<file path="src/rtl/pixdec_pkg.sv">
package pixdec_pkg;

    // Datapath geometry
    localparam int CODE_W = 10;
    localparam int NCH    = 6;
    localparam int IDX_W  = $clog2(NCH);
    localparam int CNT_W  = $clog2(NCH + 1);
    localparam int DOUT_W = NCH * CODE_W;

    typedef logic [CODE_W-1:0] code_t;
    typedef logic [IDX_W-1:0]  idx_t;
    typedef logic [CNT_W-1:0]  cnt_t;

    localparam idx_t  LAST_IDX = idx_t'(NCH - 1);
    localparam cnt_t  FULL_CNT = cnt_t'(NCH);
    localparam code_t CODE_MAX = code_t'((1 << CODE_W) - 1);

    // Latch that a sequential line starts from, given the scan direction
    function automatic idx_t first_slot(input logic rev);
        return rev ? LAST_IDX : idx_t'(0);
    endfunction

    // Next latch along the scan direction
    function automatic idx_t step_slot(input idx_t cur, input logic rev);
        if (rev)
            return (cur == idx_t'(0)) ? LAST_IDX : cur - idx_t'(1);
        else
            return (cur == LAST_IDX) ? idx_t'(0) : cur + idx_t'(1);
    endfunction

    // Mirrored code for inverted polarity
    function automatic code_t mirror_code(input code_t c);
        return CODE_MAX - c;
    endfunction

endpackage

</file>
<file path="src/rtl/pixdec_sequencer.sv">
module pixdec_sequencer
    import pixdec_pkg::*;
(
    input  logic clk,
    input  logic rst,
    input  logic rev,
    input  logic alt_en,
    input  logic alt_sel,
    input  logic addr_mode,
    input  idx_t wr_addr,
    input  logic sol,
    input  logic din_valid,
    input  logic xfer,
    output logic wr_en,
    output idx_t wr_idx,
    output cnt_t fill_cnt
);

    idx_t ptr_q, ptr_d, start, seq_slot;
    cnt_t cnt_q, cnt_d;
    logic phase_q, phase_d;
    logic accept, seq_ok, seq_wr;

    always_comb begin
        start  = first_slot(rev);
        accept = din_valid && !sol && (!alt_en || (phase_q == alt_sel));

        // A transfer in the same cycle opens a new line: the word lands in the first slot
        seq_slot = xfer ? start : ptr_q;
        seq_ok   = xfer || (cnt_q < FULL_CNT);

        wr_en  = accept && (addr_mode ? (wr_addr <= LAST_IDX) : seq_ok);
        wr_idx = addr_mode ? wr_addr : seq_slot;
        seq_wr = wr_en && !addr_mode;

        phase_d = sol ? 1'b0 : (din_valid ? ~phase_q : phase_q);

        ptr_d = ptr_q;
        cnt_d = cnt_q;
        if (sol) begin
            ptr_d = start;
            cnt_d = '0;
        end else if (xfer) begin
            if (seq_wr) begin
                ptr_d = step_slot(start, rev);
                cnt_d = cnt_t'(1);
            end else begin
                ptr_d = start;
                cnt_d = '0;
            end
        end else if (seq_wr) begin
            ptr_d = step_slot(ptr_q, rev);
            cnt_d = cnt_q + cnt_t'(1);
        end
    end

    always_ff @(posedge clk) begin
        if (rst) begin
            ptr_q   <= '0;
            cnt_q   <= '0;
            phase_q <= 1'b0;
        end else begin
            ptr_q   <= ptr_d;
            cnt_q   <= cnt_d;
            phase_q <= phase_d;
        end
    end

    assign fill_cnt = cnt_q;

endmodule

</file>
<file path="src/rtl/pixdec_latch_bank.sv">
module pixdec_latch_bank
    import pixdec_pkg::*;
(
    input  logic  clk,
    input  logic  rst,
    input  logic  wr_en,
    input  idx_t  wr_idx,
    input  code_t din,
    output code_t lat [NCH]
);

    for (genvar g = 0; g < NCH; g++) begin : g_lane
        always_ff @(posedge clk) begin
            if (rst)
                lat[g] <= '0;
            else if (wr_en && (wr_idx == idx_t'(g)))
                lat[g] <= din;
        end
    end

endmodule

</file>
<file path="src/rtl/pixdec_transfer.sv">
module pixdec_transfer
    import pixdec_pkg::*;
(
    input  logic  clk,
    input  logic  rst,
    input  logic  xfer,
    input  logic  invert,
    input  code_t lat  [NCH],
    output code_t lane [NCH],
    output logic  inv_out
);

    for (genvar g = 0; g < NCH; g++) begin : g_out
        always_ff @(posedge clk) begin
            if (rst)
                lane[g] <= '0;
            else if (xfer)
                lane[g] <= invert ? mirror_code(lat[g]) : lat[g];
        end
    end

    always_ff @(posedge clk) begin
        if (rst)
            inv_out <= 1'b0;
        else if (xfer)
            inv_out <= invert;
    end

endmodule

</file>
<file path="src/rtl/pixel_decimator.sv">
module pixel_decimator
    import pixdec_pkg::*;
(
    input  logic              clk,
    input  logic              rst,
    input  logic              rev,
    input  logic              alt_en,
    input  logic              alt_sel,
    input  logic              invert,
    input  logic              addr_mode,
    input  logic [IDX_W-1:0]  wr_addr,
    input  logic              sol,
    input  logic              din_valid,
    input  logic [CODE_W-1:0] din,
    input  logic              xfer,
    output logic [DOUT_W-1:0] dout,
    output logic              inv_out
);

    logic  wr_en;
    idx_t  wr_idx;
    cnt_t  fill_cnt;
    code_t lat  [NCH];
    code_t lane [NCH];

    pixdec_sequencer u_seq (
        .clk       (clk),
        .rst       (rst),
        .rev       (rev),
        .alt_en    (alt_en),
        .alt_sel   (alt_sel),
        .addr_mode (addr_mode),
        .wr_addr   (wr_addr),
        .sol       (sol),
        .din_valid (din_valid),
        .xfer      (xfer),
        .wr_en     (wr_en),
        .wr_idx    (wr_idx),
        .fill_cnt  (fill_cnt)
    );

    pixdec_latch_bank u_bank (
        .clk    (clk),
        .rst    (rst),
        .wr_en  (wr_en),
        .wr_idx (wr_idx),
        .din    (din),
        .lat    (lat)
    );

    pixdec_transfer u_xfr (
        .clk     (clk),
        .rst     (rst),
        .xfer    (xfer),
        .invert  (invert),
        .lat     (lat),
        .lane    (lane),
        .inv_out (inv_out)
    );

    for (genvar g = 0; g < NCH; g++) begin : g_pack
        assign dout[g*CODE_W +: CODE_W] = lane[g];
    end

endmodule

</file>
<file path="config.mk">
export PLATFORM = sky130hd
export DESIGN_NAME = pixel_decimator
export DESIGN_NICKNAME = d
export VERILOG_FILES = /design/src/rtl/pixdec_pkg.sv /design/src/rtl/pixdec_sequencer.sv /design/src/rtl/pixdec_latch_bank.sv /design/src/rtl/pixdec_transfer.sv /design/src/rtl/pixel_decimator.sv
export SDC_FILE = /design/constraint.sdc
export NUM_CORES = 1
export LEC_CHECK = 0
export BUFFER_PORTS_ARGS = -buffer_cell sky130_fd_sc_hd__buf_2
export CORE_ASPECT_RATIO = 0.7
export CORE_MARGIN = 8
export CORE_UTILIZATION = 45
export DETAILED_ROUTE_END_ITERATION = 8
export PLACE_DENSITY = 0.68
export SLEW_MARGIN = 10
export SYNTH_ARGS = -nofsm -noshare
export SYNTH_HDL_FRONTEND = slang
export SYNTH_HIERARCHICAL = 1
export SYNTH_SLANG_ARGS = --single-unit
</file>
<file path="constraint.sdc">
create_clock -name clk -period 2.75 [get_ports clk]
set_input_delay 0.275 -clock clk [delete_from_list [all_inputs] [get_ports clk]]
set_output_delay 0.275 -clock clk [all_outputs]
set_load 0.03 [all_outputs]
</file>
* After elaboration in Yosys (flattened, before gate mapping)
Index checks and enable logic that the tools add are counted.
** Cells by class
- Add/sub/neg operators :: 11
- $lt $le $gt $ge :: 2
- Equality and inequality tests :: 8
- Mux-type cells :: 23
- Bitwise logic cells :: 1
- Reductions and logical operators :: 21
** Operator list (number)
- 2-to-1 mux 10 bit :: 6
- subtractor 10 bit, first input constant :: 6
- 2-to-1 mux 3 bit :: 15
- equality test 3 bit, second input constant :: 4
- logical AND 1 bit :: 10
- adder 3 x 1 -> 3 bit, second input constant :: 3
- zero test 3 bit :: 3
- equality test 3 x 2 -> 1 bit, second input constant :: 2
- subtractor 3 x 1 -> 3 bit, second input constant :: 2
- equality test 3 x 1 -> 1 bit, second input constant :: 1
- <= comparator 3 bit, second input constant :: 1
- zero test 1 bit :: 3
- < comparator 3 bit, second input constant :: 1
- nonzero test 3 bit :: 1
- logical OR 1 bit :: 2
- 2-to-1 mux 1 bit :: 2
- nonzero test 2 bit :: 1
- OR reduction 2 bit :: 1
- equality test 1 bit :: 1
- NOT 1 bit :: 1
** Word-level totals
- Register bits :: 128
- Input bits :: 23
- Output and inout port bits :: 61
- Word-level logic and storage cells :: 82

* Logic depth before layout (Yosys ltp)
- Depth in word-level cells :: 8
- Gate-level depth with buffers :: 7
- Gate-level depth less buffers :: 5

* Modules after synthesis
The synthesis kept the hierarchy.
** Modules (own cells, without submodules)
- pixdec_transfer :: instances 1, cells each 270, area an instance 2630.0 um2, seq. area each 1221.2 um2
- pixdec_latch_bank :: instances 1, cells each 212, area an instance 2389.8 um2, seq. area each 1201.2 um2
- pixdec_sequencer :: instances 1, cells each 65, area an instance 526.8 um2, seq. area each 140.1 um2

* Worst setup path before layout
No wires, ideal clock.
- Kind :: input -> register
- From :: input xfer
- To :: register u_bank/lat[50] in the netlist's numbering
- Library setup time :: 0.124 ns
- Arrival :: 1.788 ns
- Required time :: 2.626 ns
- Setup slack :: 0.838 ns
- Stages :: 6
- Buffers on the path :: 2
- Cell sequence :: clkbuf_1 > o21ai_0 > mux2_2 > or4b_1 > buf_6 > mux2i_1
** Between the ends
- Cells in the longest elaborated chain, start to end :: 4
- Elaborated cells between the ends (all ways) :: 7
- Classes of those cells :: mux (3); reduce/logical (4)
** Ends and longest elaborated chain
- from (decl) :: RTL line pixel_decimator.sv:15 : input logic xfer,
- 2-to-1 mux 3 bit :: RTL line pixdec_sequencer.sv:29 : seq_slot = xfer ? start : ptr_q;
- 2-to-1 mux 3 bit :: RTL line pixdec_sequencer.sv:33 : wr_idx = addr_mode ? wr_addr : seq_slot;
- net wr_idx[0] :: RTL line pixel_decimator.sv:21 : idx_t wr_idx;
- zero test 3 bit :: RTL line pixdec_latch_bank.sv:16 : else if (wr_en && (wr_idx == idx_t'(g)))
- logical AND 1 bit :: RTL line pixdec_latch_bank.sv:16
- to (signal, indexed assignment) :: RTL line pixdec_latch_bank.sv:17 : lat[g] <= din;
- to (decl) :: RTL line pixdec_latch_bank.sv:9 : output code_t lat [NCH]
The timed path passes the listed nets, and every way through them passes these cells.
A chain may end at the register's enable or synchronous reset.

* Final worst setup path
- From :: register u_seq.ptr_q[2]
- To :: register u_bank/lat[0] in the netlist's numbering
** Between the ends
- Cells in the longest elaborated chain, start to end :: 4
** Ends and longest elaborated chain
- from (decl) :: RTL line pixdec_sequencer.sv:19 : idx_t ptr_q, ptr_d, start, seq_slot;
- from (signal assigned) :: RTL line pixdec_sequencer.sv:63 : ptr_q <= ptr_d;
- 2-to-1 mux 3 bit :: RTL line pixdec_sequencer.sv:29
- 2-to-1 mux 3 bit :: RTL line pixdec_sequencer.sv:33
- net wr_idx[2] :: RTL line pixel_decimator.sv:21
- equality test 3 bit :: RTL line pixdec_latch_bank.sv:16
- logical AND 1 bit :: RTL line pixdec_latch_bank.sv:16
The timed path passes the listed nets, and every way through them passes these cells.

==> results by group <==
Status
  – Outcome: finished, final reports clean

Logic synthesis
  – Synthesized cell area: around 5500 sq um
  – Adder-cell share of the synthesized area: 0.226%
  – EDFF count, synth: 0
  – Synth Warn #: 6
  – Main synth FF type: dfxtp_1
  – Register bit total from synthesis: 128
  – Syn_area_per_cell: 10.1 sq um
  – Post-Synth XOR/XNOR Area: 9.95%
  – Synth Area in Compound Gates: 10.5%
  – Mux cell area share after synthesis: 11.8%
  – Syn Inst Count: about 550
  – Synth async-reset ratio: 0%
  – Yosys cell types: 39
  – Largest cells by area after synthesis: dfxtp_1 (46%), mux2i_1 (12%), xnor2_1 (9.8%)
  – Synth area leader: dfxtp_1
  – Seq/Total Area, Yosys: 46.2%
  – Synth top area share: 46.2%
  – Post-synthesis simple-gate area fraction: 16.5%
  – Largest family of logic cells by synthesized area: simple AND/OR/NAND/NOR gates
  – Synth Net Count: 571

Critical path
  – Buf/Inv on CP: 0
  – CP most frequent cell: mux2i_1
  – Biggest cell delay along the critical path: roughly 0.74 ns
  – Worst setup path class: flip-flop to flip-flop
  – CP max stage cell: nand4b_1
  – Worst-path maximum fanout: 10
  – Crit start category: flip-flop
  – CP top delay family: simple AND/OR/NAND/NOR gates
  – Critical path endpoint category: flip-flop
  – Required @ worst endpoint: 3.07 ns
  – Crit path arrival time: 2.67 ns
  – Critical-path cell list: mux2i_1, o21ai_0, nand4b_1, mux2i_1

Finish
  – Sequential cell area: 2560 sq um
  – Commonest non-fill, non-tap cell in the layout: dfxtp_1
  – # fillers: 1,075
  – Commonest non-fill, non-tap cells in the layout: dfxtp_1 (128), buf_2 (80), nand2b_1 (73)
  – Fin util: 53.9%
  – # diodes: 0
  – Ratio of cells with drive above 1 in the final layout: between 20% and 30%
  – Area Overhead vs Synth: 18.5%
  – Multi-input logic area: 2710 sq um
  – # nets final: 637

Clocking
  – Worst-path clk slew: around 0.06 ns
  – Post-CTS Hold Buffers: 0
  – CTS max path bufs: 2
  – Clock root buffer: clkbuf_16
  – Post-CTS sizing: 0
  – Setup Fix Bufs, Post-CTS: 0
  – CTS sink count: 128
  – H-tree depth: 4
  – CTS tree: yes
  – Cts bufs inserted: 17
  – Worst-skew pair later-pin latency: 0.41 ns

Min path
  – Worst hold-check path type: input port to flip-flop

GRT
  – Vias in the first global route: around 4,000
  – Gr usage total: 16.4%
  – Largest net degree at the start of global routing: 68
  – GRT Residual Overflow: 0
  – First-pass GRT wire length: 20,800 um
  – Initial antenna violation count: 0

STA
  – Tcrit/Tclk final: between 80% and 90%
  – Final setup TNS: 0 ns
  – Max Fclk: 0.426 GHz
  – Fin. Hold Viols: 0
  – Unrepaired setup endpoints after global routing: no
  – Relative slew slack: 49.2%
  – Least-Margin Pin Slew: 0.759 ns
  – Fin Hold WS: about 0.15 ns
  – Fin crit period: ~2.3 ns
  – Setup ws final: around 0.4 ns
  – Final setup viols: 0
  – Max Clock Skew: 0.00371 ns
  – Max Slew Vio Count: 0

Routing
  – Post-route ant nets: 0
  – Via/cell ratio: 5.02
  – Total number of vias: 3,956
  – DR WL/cell: 16.0 um
  – Drt pass-1 iters: 4
  – Detailed Route Iter0 Violations: 207
  – Final WL: 12,600 um
  – DRC errors left: 0

Run
  – Max cap viols: 0

Placement
  – Final GP Congestion: 0.814
  – Port Buffers: slightly above 80
  – Detailed Place HPWL: 8380 um
  – Post-place setup slack: 0.514 ns

Power
  – Pwr dens: 725 nW/um^2
  – Max VDD drop: between 0.4 and 0.5 mV
  – Leak: between 2 and 3 nW
  – Tot Pwr: 0.00477 W

Die
  – Initial Utilization: 45.4%
  – Die height: 109 um
  – Total die area: 16,200 sq um
  – IO Pins: 84
  – Core area: 12,200 sq um
  – Row count: 34
  – Die width: 149 um
-- logic make-up after synthesis --
logic type      count (synthesis)
flops                         128
buf+inv                        46
compound gates                 76
fa+ha+maj                       1
mux                            65
simple gates                  168
xor+xnor                       63
-- Yosys cell counts (2+ instances only) --
library cell	instances
or3_1	2
buf_6	2
clkbuf_1	22
buf_8	6
nor4_1	2
dfxtp_1	128
a21oi_1	3
nand2_1	6
buf_2	15
xnor2_1	62
nand4bb_1	3
o21ai_0	4
a211oi_1	60
a21boi_0	2
nor2b_1	4
nand4b_1	2
nand2b_1	73
mux2i_1	64
nor3_1	4
nor2_1	64
-- worst reg2reg max path, delay by kind of cell, from the launching register on --
family / cells / cell delay (ns)
AOI/OAI and AO/OA: 1 / 0.56
DFF: 1 / 0.48
muxes: 2 / 0.48
and+or+nand+nor: 1 / 0.75
-- sequential cells by signal, summed over array words and instances (netlist names) --
| register | cells |
|---|---|
| u_xfr/lane | 60 |
| u_bank/lat | 60 |
| u_xfr/inv_out | 1 |
| u_seq/ptr_q | 3 |
| u_seq/phase_q | 1 |
| u_seq/fill_cnt | 3 |
-- power by group --
group / switching, W / internal, W
sequential: 0.0000445 / 0.00193
combinational: 0.000346 / 0.000184
clock: 0.000815 / 0.00144
-- final timing paths --
kind | to | cells past startpoint | startpoint | slack (ns)
max | u_bank/lat[0]$_SDFFE_PP0P_ | 4 | u_seq/ptr_q[2]$_SDFFE_PP0P_ | 0.40
min | u_seq/fill_cnt[0]$_SDFFE_PP0P_ | 2 | sol | 0.15
max reg2reg | u_bank/lat[0]$_SDFFE_PP0P_ | 4 | u_seq/ptr_q[2]$_SDFFE_PP0P_ | 0.40
min reg2reg | u_xfr/lane[26]$_SDFFE_PP0P_ | 2 | u_xfr/lane[26]$_SDFFE_PP0P_ | 0.48
-- through the flow --
| stage | area (sq um) | cells |
|---|---|---|
| floorplan | 5550 | 547 |
| global placement | 5970 | 756 |
| detailed placement | 5970 | 756 |
| CTS | 6580 | 788 |
| global route | 6580 | 788 |
| finish | 6580 | 788 |
-- area by class of cell --
| type | count | share of cell area (%) |
|---|---|---|
| Multi-Input combinational cell | 373 | 41.2 |
| Clock inverter | 14 | 2.53 |
| Sequential cell | 128 | 39.0 |
| Inverter | 1 | 0.0571 |
| Clock buffer | 18 | 6.68 |
| Tap cell | 162 | 3.08 |
| Timing Repair Buffer | 92 | 7.46 |
-- routing by layer --
| layer | track usage [%] | up-vias | share of wire, % |
|---|---|---|---|
| met3 | 5.10 | 22 | 6.1 |
| li1 | - | 2013 | - |
| met4 | 6.60 | 0 | 1.9 |
| met5 | 0 | - | 0 |
| met2 | 24.8 | 102 | 43 |
| met1 | 21.4 | 1819 | 49 |
Note: power is estimated with default switching activity, not from simulation.
